**config.mk**
```make
export PLATFORM = sky130hd
export DESIGN_NAME = nic_csr_frontend
export DESIGN_NICKNAME = d
export VERILOG_FILES = /design/src/rtl/nic_csr_pkg.sv /design/src/rtl/nic_csr_port_decode.sv /design/src/rtl/nic_csr_ctrl_word.sv /design/src/rtl/nic_csr_cfg_regs.sv /design/src/rtl/nic_csr_frontend.sv
export SDC_FILE = /design/constraint.sdc
export NUM_CORES = 1
export LEC_CHECK = 0
export BUFFER_PORTS_ARGS = -buffer_cell sky130_fd_sc_hd__buf_2
export CAP_MARGIN = 10
export CORE_AREA = 2 2 83 85
export DETAILED_ROUTE_END_ITERATION = 8
export DIE_AREA = 0 0 85 87
export PLACE_DENSITY = 0.73
export SKIP_CTS_REPAIR_TIMING = 1
export SLEW_MARGIN = 10
export SYNTH_ARGS = -nofsm -noshare
export SYNTH_HDL_FRONTEND = slang
export SYNTH_HIERARCHICAL = 1
export SYNTH_SLANG_ARGS = --single-unit
export TNS_END_PERCENT = 30
```
**constraint.sdc**
```tcl
create_clock -name clk -period 2.7 [get_ports clk]
set_input_delay 0.81 -clock clk [delete_from_list [all_inputs] [get_ports clk]]
set_output_delay 0.81 -clock clk [all_outputs]
set_load 0.03 [all_outputs]
```
**src/rtl/nic_csr_pkg.sv**
```systemverilog
package nic_csr_pkg;

    localparam int DW        = 16;
    localparam int IBA_W     = 24;
    localparam int HI_W      = IBA_W - DW;
    localparam int SEL_W     = 2;
    localparam int NUM_EV    = 7;
    localparam int EV_LSB    = 8;
    localparam int MODE_W    = 3;

    // control/status word bit positions
    localparam int B_INIT    = 0;
    localparam int B_START   = 1;
    localparam int B_STOP    = 2;
    localparam int B_TDMD    = 3;
    localparam int B_INEA    = 6;

    typedef enum logic [SEL_W-1:0] {
        SEL_CTRL   = 2'd0,
        SEL_IBA_LO = 2'd1,
        SEL_IBA_HI = 2'd2,
        SEL_MODE   = 2'd3
    } csr_sel_e;

    typedef struct packed {
        logic init;
        logic start;
        logic stop;
        logic tdmd;
    } cmd_t;

    typedef struct packed {
        logic babble;
        logic hb_err;
        logic miss;
        logic mem_err;
        logic rx_ev;
        logic tx_ev;
        logic init_done;
    } ev_t;

    typedef struct packed {
        logic ctrl;
        logic iba_lo;
        logic iba_hi;
        logic mode;
    } wr_strobe_t;

    function automatic cmd_t decode_cmd(input logic [DW-1:0] d);
        cmd_t c;
        c.stop  = d[B_STOP];
        c.init  = d[B_INIT]  & ~d[B_STOP];
        c.start = d[B_START] & ~d[B_STOP];
        c.tdmd  = d[B_TDMD];
        return c;
    endfunction

    function automatic logic err_summary(input ev_t e);
        return e.babble | e.hb_err | e.miss | e.mem_err;
    endfunction

endpackage

```
**src/rtl/nic_csr_port_decode.sv**
```systemverilog
module nic_csr_port_decode
    import nic_csr_pkg::*;
(
    input  logic           clk,
    input  logic           rst,
    input  logic           host_cs,
    input  logic           host_we,
    input  logic           host_port,
    input  logic [DW-1:0]  host_wdata,
    output csr_sel_e       sel,
    output wr_strobe_t     wr
);
    csr_sel_e sel_q;
    logic     data_wr;
    logic     unused_upper;

    assign unused_upper = ^host_wdata[DW-1:SEL_W];

    always_ff @(posedge clk) begin
        if (rst)
            sel_q <= SEL_CTRL;
        else if (host_cs && host_we && host_port)
            sel_q <= csr_sel_e'(host_wdata[SEL_W-1:0]);
    end

    assign data_wr   = host_cs & host_we & ~host_port;
    assign wr.ctrl   = data_wr & (sel_q == SEL_CTRL);
    assign wr.iba_lo = data_wr & (sel_q == SEL_IBA_LO);
    assign wr.iba_hi = data_wr & (sel_q == SEL_IBA_HI);
    assign wr.mode   = data_wr & (sel_q == SEL_MODE);
    assign sel       = sel_q;
endmodule

```
**src/rtl/nic_csr_ctrl_word.sv**
```systemverilog
module nic_csr_ctrl_word
    import nic_csr_pkg::*;
(
    input  logic              clk,
    input  logic              rst,
    input  logic              wr_ctrl,
    input  logic [DW-1:0]     wdata,
    input  logic [NUM_EV-1:0] ev_in,
    output logic [DW-1:0]     ctrl_word,
    output logic              stopped,
    output logic              irq,
    output cmd_t              pulses
);
    cmd_t              cmd;
    logic [NUM_EV-1:0] ev_q, ev_d;
    logic              inited_q, started_q, stopped_q;
    logic              txon_q, rxon_q, inea_q;
    ev_t               ev_s;
    logic              unused_bits;

    assign unused_bits = ^{wdata[DW-1], wdata[7], wdata[5:4]};
    assign cmd = wr_ctrl ? decode_cmd(wdata) : '0;

    // per-flag next state: stop clears, event sets, written one clears
    for (genvar i = 0; i < NUM_EV; i++) begin : g_ev
        always_comb begin
            if (cmd.stop)
                ev_d[i] = 1'b0;
            else if (ev_in[i])
                ev_d[i] = 1'b1;
            else if (wr_ctrl && wdata[EV_LSB+i])
                ev_d[i] = 1'b0;
            else
                ev_d[i] = ev_q[i];
        end
    end

    always_ff @(posedge clk) begin
        if (rst) begin
            ev_q      <= '0;
            inited_q  <= 1'b0;
            started_q <= 1'b0;
            stopped_q <= 1'b1;
            txon_q    <= 1'b0;
            rxon_q    <= 1'b0;
            inea_q    <= 1'b0;
            pulses    <= '0;
        end else begin
            ev_q   <= ev_d;
            pulses <= cmd;
            if (wr_ctrl)
                inea_q <= wdata[B_INEA];
            if (cmd.stop) begin
                inited_q  <= 1'b0;
                started_q <= 1'b0;
                stopped_q <= 1'b1;
                txon_q    <= 1'b0;
                rxon_q    <= 1'b0;
            end else begin
                if (cmd.init) begin
                    inited_q  <= 1'b1;
                    stopped_q <= 1'b0;
                end
                if (cmd.start) begin
                    started_q <= 1'b1;
                    stopped_q <= 1'b0;
                    txon_q    <= 1'b1;
                    rxon_q    <= 1'b1;
                end
            end
        end
    end

    assign ev_s      = ev_t'(ev_q);
    assign ctrl_word = {err_summary(ev_s), ev_q, |ev_q, inea_q, rxon_q, txon_q,
                        1'b0, stopped_q, started_q, inited_q};
    assign stopped   = stopped_q;
    assign irq       = (|ev_q) & inea_q;
endmodule

```
**src/rtl/nic_csr_cfg_regs.sv**
```systemverilog
module nic_csr_cfg_regs
    import nic_csr_pkg::*;
(
    input  logic              clk,
    input  logic              rst,
    input  wr_strobe_t        wr,
    input  logic              stopped,
    input  logic [DW-1:0]     wdata,
    output logic [IBA_W-1:0]  iba,
    output logic [MODE_W-1:0] mode,
    output logic [DW-1:0]     lo_word,
    output logic [DW-1:0]     hi_word,
    output logic [DW-1:0]     mode_word
);
    logic [IBA_W-1:0]  iba_q;
    logic [MODE_W-1:0] mode_q;

    always_ff @(posedge clk) begin
        if (rst) begin
            iba_q  <= '0;
            mode_q <= '0;
        end else if (stopped) begin
            if (wr.iba_lo) iba_q[DW-1:0]    <= wdata;
            if (wr.iba_hi) iba_q[IBA_W-1:DW] <= wdata[HI_W-1:0];
            if (wr.mode)   mode_q           <= wdata[MODE_W-1:0];
        end
    end

    assign iba       = iba_q;
    assign mode      = mode_q;
    assign lo_word   = iba_q[DW-1:0];
    assign hi_word   = {{(DW-HI_W){1'b0}}, iba_q[IBA_W-1:DW]};
    assign mode_word = {{(DW-MODE_W){1'b0}}, mode_q};
endmodule

```
**src/rtl/nic_csr_frontend.sv**
```systemverilog
module nic_csr_frontend
    import nic_csr_pkg::*;
(
    input  logic              clk,
    input  logic              rst,
    input  logic              host_cs,
    input  logic              host_we,
    input  logic              host_port,
    input  logic [15:0]       host_wdata,
    output logic [15:0]       host_rdata,
    input  logic [6:0]        eng_events,
    output logic              cmd_init,
    output logic              cmd_start,
    output logic              cmd_stop,
    output logic              cmd_tx_demand,
    output logic              irq,
    output logic [23:0]       init_blk_addr,
    output logic [2:0]        bus_mode
);
    csr_sel_e    reg_sel;
    wr_strobe_t  wr;
    cmd_t        pulses;
    logic        ctrl_stopped;
    logic [DW-1:0] ctrl_word, lo_word, hi_word, mode_word;

    nic_csr_port_decode u_decode (
        .clk(clk), .rst(rst), .host_cs(host_cs), .host_we(host_we),
        .host_port(host_port), .host_wdata(host_wdata),
        .sel(reg_sel), .wr(wr)
    );

    nic_csr_ctrl_word u_ctrl (
        .clk(clk), .rst(rst), .wr_ctrl(wr.ctrl), .wdata(host_wdata),
        .ev_in(eng_events), .ctrl_word(ctrl_word), .stopped(ctrl_stopped),
        .irq(irq), .pulses(pulses)
    );

    nic_csr_cfg_regs u_cfg (
        .clk(clk), .rst(rst), .wr(wr), .stopped(ctrl_stopped),
        .wdata(host_wdata), .iba(init_blk_addr), .mode(bus_mode),
        .lo_word(lo_word), .hi_word(hi_word), .mode_word(mode_word)
    );

    always_comb begin
        if (host_port)
            host_rdata = {{(DW-SEL_W){1'b0}}, reg_sel};
        else begin
            unique case (reg_sel)
                SEL_CTRL:   host_rdata = ctrl_word;
                SEL_IBA_LO: host_rdata = lo_word;
                SEL_IBA_HI: host_rdata = hi_word;
                default:    host_rdata = mode_word;
            endcase
        end
    end

    assign cmd_init      = pulses.init;
    assign cmd_start     = pulses.start;
    assign cmd_stop      = pulses.stop;
    assign cmd_tx_demand = pulses.tdmd;
endmodule

```
Word level (Yosys, flattened, before mapping)
Cells that the tools add are included.
{"block": "op_classes", "eq_ne": 3, "mux": 19, "bitwise": 15, "n_reduce_logical": 24}
{"cell": "$pmux W16 S3", "count": 1}
{"cell": "$mux W1", "count": 16}
{"cell": "$mux W16", "count": 1}
{"cell": "$reduce_bool A2 Y1", "count": 8}
{"cell": "$and A1 B1 Y1", "count": 9}
{"cell": "$logic_and A1 B1 Y1", "count": 9}
{"cell": "$reduce_or A7 Y1", "count": 1}
{"cell": "$reduce_and A2 Y1", "count": 3}
{"cell": "$eq A2 B2 Y1 const B", "count": 2}
{"cell": "$mux W4", "count": 1}
{"cell": "$reduce_or A2 Y1", "count": 2}
{"cell": "$not A1 Y1", "count": 3}
{"cell": "$or A1 B1 Y1", "count": 3}
{"cell": "$eq A2 B1 Y1 const B", "count": 1}
{"cell": "$logic_not A2 Y1", "count": 1}
{"block": "word_totals", "regBits": 44, "elab_cells": 80}

Depth between registers and ports, before layout
{"block": "logic_depth", "ltp_word": 6, "depth_mapped": 6}

By module
The synthesis kept the hierarchy.
{"mod": "nic_csr_cfg_regs", "instances": 1, "cells_per_inst": 160, "area_each_um2": 1531.5, "seq_area_each_um2": 540.5}
{"mod": "nic_csr_ctrl_word", "instances": 1, "cells_per_inst": 54, "area_each_um2": 590.6, "seq_area_each_um2": 300.3}
{"mod": "nic_csr_frontend", "instances": 1, "cells_per_inst": 44, "area_each_um2": 566.8, "seq_area_each_um2": 0.0}
{"mod": "nic_csr_port_decode", "instances": 1, "cells_per_inst": 14, "area_each_um2": 133.9, "seq_area_each_um2": 40.0}

Worst setup path before layout
No wires, ideal clock.
{"block": "synth_timing", "path_type": "input -> output", "from": "input host_port", "to": "output host_rdata[0]", "arrival_time_ps": 1998, "required_time_ps": 1890, "setup_slack_ps": -108, "path_stages": 3, "path_cell_list": "buf_2 clkbuf_1 o31ai_1"}
{"block": "synth_via", "elab_chain_len": 1}
{"element": "from (decl)", "line_no": "nic_csr_frontend.sv:8", "text": "input logic host_port,"}
{"element": "$mux W16", "line_no": "nic_csr_frontend.sv:45", "text": "if (host_port)"}
{"element": "to (decl)", "line_no": "nic_csr_frontend.sv:10", "text": "output logic [15:0] host_rdata,"}
Every way passes these cells.

Final worst setup path
{"block": "layout_timing", "from": "register u_ctrl.ev_q[6]", "to": "output host_rdata[7]"}
{"block": "layout_via", "elab_chain_len": 3}
{"element": "from (decl)", "line_no": "nic_csr_ctrl_word.sv:15", "text": "logic [NUM_EV-1:0] ev_q, ev_d;"}
{"element": "from (signal assigned)", "line_no": "nic_csr_ctrl_word.sv:49", "text": "ev_q <= ev_d;"}
{"element": "$reduce_or A7 Y1", "line_no": "nic_csr_ctrl_word.sv:75", "text": "assign ctrl_word = {err_summary(ev_s), ev_q, |ev_q, inea_q, rxon_q, txon_q,"}
{"element": "net ctrl_word[7]", "line_no": "nic_csr_frontend.sv:24", "text": "logic [DW-1:0] ctrl_word, lo_word, hi_word, mode_word;"}
{"element": "$pmux W16 S3", "line_no": "nic_csr_frontend.sv:48", "text": "unique case (reg_sel)"}
{"element": "$mux W16", "line_no": "nic_csr_frontend.sv:45"}
The timed path passes the listed nets, and every way through them passes these cells.

==> impl_metrics.csv <==
group,metric,value,unit
clock_tree,cts_sinks,44,
sta,fmax,316,MHz
setup_path,worst_r2r_path_depth,4,
sta,fin_skew,4.70,ps
sta,drv_slew,0,
clock_tree,path_clk_slew,80,ps
detailed_routing,drt_iter0_markers,73,
layout,drive_gt1_share,38.6,%
detailed_routing,avgRoutedWirePerCell,15.2,µm
hold_path,holdCritPathClass,"flip-flop to flip-flop",
setup_path,path_delay_family,"simple AND/OR/NAND/NOR gates",
power_and_ir_drop,ir_drop,0.299,mV
die,die_area,7400,µm²
synthesis,synth-xor-area-share,0,%
setup_path,cp.buffers_inverters,1,
power_and_ir_drop,totalPowerFinal,1320,µW
setup_path,worstPathMaxFanout,3,
synthesis,synth_area,2820,µm²
detailed_routing,vias,1954,
setup_path,worstPathRequired,1890,ps
setup_path,path_common_cell,"or4_4",
synthesis,synth.avg_cell_area,10.4,µm²
die,core_area,6570,µm²
clock_tree,cts_root_buffer,"clkbuf_8",
grt,grtUsageTotal,15.9,%
setup_path,start_kind,"flip-flop",
grt,antenna_found_initial,0,
clock_tree,clk_path_buf_depth,2,
sta,final-setup-viol-count,2,
setup_path,crit_slowest_cell,"or4_4",
die,rows,30,
sta,period_minus_slack,3160,ps
sta,rsz0062_at_grt,"yes",
sta,setup_slack,-462,ps
synthesis,ys_top_cells_by_count,"buf_4, dfxtp_1, nand2b_1",
placement,io_buffers,75,
power_and_ir_drop,p_per_area,431,nW/µm²
clock_tree,insertion_delay,300,ps
setup_path,cp.depth,5,
synthesis,yosys.area_share.simple,17.2,%
synthesis,synthAdderAreaFrac,0,%
run_status,violations,"setup timing",
detailed_routing,drt-total-wl,6040,µm
clock_tree,cts_tree,"done",
synthesis,ys_warn_count,6,
synthesis,synth_largest_area_cell,"dfxtp_1",
die,die_y,87,µm
die,io_pins,76,
synthesis,synth.most_common_cell,"buf_4",
setup_path,cpPeakStageDelay,540,ps
layout,areaGrowthSynthToFinish,8.42,%
die,dieWidth,85,µm
synthesis,synth_mux_area_share,21.1,%
placement,gp_congestion,0.815,
grt,grt_max_degree,45,
sta,slew_headroom,41.6,%
sta,finalHoldViolCount,0,
synthesis,ys_seq_area_share,31.2,%
grt,grt-ovfl-total,0,
setup_path,end_kind,"output port",
synthesis,synth_edf_count,0,
layout,layout.nets,343,
synthesis,synthArstFlopShare,0,%
sta,worst_pin_slew,876,ps
detailed_routing,detail_route.first_pass.iterations,4,
setup_path,path_cells,"or4_4, or4_4, mux4_2, nor2b_1, buf_4",
detailed_routing,antenna_left,0,
synthesis,syn_inst,272,
layout,diodes,0,
grt,grt_pass1_wl,9210,µm
detailed_routing,route.detailed.drc,0,
synthesis,synth_top_family_by_area,"multiplexers",
detailed_routing,vias_per_cell,4.93,
clock_tree,ctsHtreeMaxLevel,2,
sta,finalCritPeriodShare,117,%
synthesis,yosysTopAreaCellShare,31.2,%
synthesis,synth_ff_type,"dfxtp_1",
synthesis,synth_seq_cells,44,
synthesis,yosys-top-cells-area,"dfxtp_1, buf_4, mux2i_1, mux4_1, nand2b_1",
die,initial_core_util,43.0,%
grt,grt_pass1_vias,1830,
layout,final_area,3060,µm²
setup_path,worst-setup-path-type,"flip-flop to output port",
hold_path,whs_path_depth,2,
placement,post_dp_cell_area,2970,µm²
clock_tree,cts_buffers,5,
synthesis,synth.distinct_cells,38,
power_and_ir_drop,p_leak,0.00140,µW
job,cap_viol_max_count,0,
run_status,status,"finished with violations",
placement,dp_hpwl,4440,µm
setup_path,crit_arrival,2350,ps
synthesis,synth-compound-area-share,11.1,%
-- report_power, final --
group | switching (µW) | internal (µW)
sequential | 10.9 | 662
clock | 221 | 209
combinational | 116 | 101
-- routing by layer --
| layer | wire length [µm] | global-route usage, % | up-vias |
|---|---|---|---|
| li1 | - | - | 962 |
| met1 | 2680 | 19.4 | 948 |
| met2 | 3000 | 27.9 | 39 |
| met3 | 282 | 3.70 | 5 |
| met4 | 75 | 4.76 | 0 |
| met5 | 0 | 0 | - |
-- tightest hold or removal path, cell delays in order (launching register included) --
cell      delay [ps]
dfxtp_1          330
nand2b_1          60
mux2i_1           50
-- layout make-up --
cell class,instances,area [µm²]
Clock buffer,8,90.1
Timing Repair Buffer,87,493
Multi-Input combinational cell,177,1490
Sequential cell,44,883
Fill cell,646,3510
Tap cell,80,100
-- per-stage QoR --
step	cells	hold WS [ps]	util [%]	setup TNS [ps]	worst slack, ps
finish	396	487	46.6	-526	-462
global route	396	505	46.6	-612	-502
CTS	396	490	46.5	-555	-493
detailed placement	388	478	45.1	-171	-171
global placement	388	470	45.1	-153	-153
floorplan	292	457	-	-16.6	-16.6
-- cell usage in the layout (no fill, tap or decap), types with 2 or more instances in the layout --
cell type / instances
nor4bb_1: 3
a21oi_2: 2
mux2i_1: 24
dfxtp_2: 2
dfxtp_1: 42
buf_4: 11
mux4_2: 7
buf_12: 2
nand2b_1: 31
nor2_1: 2
a21boi_0: 7
o21ai_0: 2
clkbuf_8: 6
mux4_1: 7
nand2_1: 5
buf_2: 74
nand3_1: 8
clkbuf_1: 2
a21bo_2: 7
a21oi_1: 9
and3b_1: 2
conb_1: 22
a21bo_1: 2
nor2b_1: 15
or4_4: 2
o21a_1: 7
-- state kept, by name (all words and copies together) (netlist names) --
| register | cells |
|---|---|
| u_cfg/iba | 24 |
| u_ctrl/ev_q | 7 |
| u_ctrl/pulses | 4 |
| u_cfg/mode | 3 |
| u_decode/sel | 2 |
| u_ctrl/inea_q | 1 |
| u_ctrl/inited_q | 1 |
| u_ctrl/rxon_q | 1 |
| u_ctrl/stopped | 1 |
-- final timing paths --
check                       start              to  slack, ps
setup / recovery   u_ctrl/ev_q[6]   host_rdata[7]       -460
hold / removal       u_cfg/iba[4]    u_cfg/iba[4]        490
setup reg to reg  u_decode/sel[1]  u_ctrl/stopped        820
hold reg to reg      u_cfg/iba[4]    u_cfg/iba[4]        490
-- logic make-up after synthesis --
family          after synthesis
buf+inv                      71
mux                          39
flops                        44
other cells                   2
compound gates               41
simple gates                 75
No activity file was read; power rests on OpenSTA's default activity.
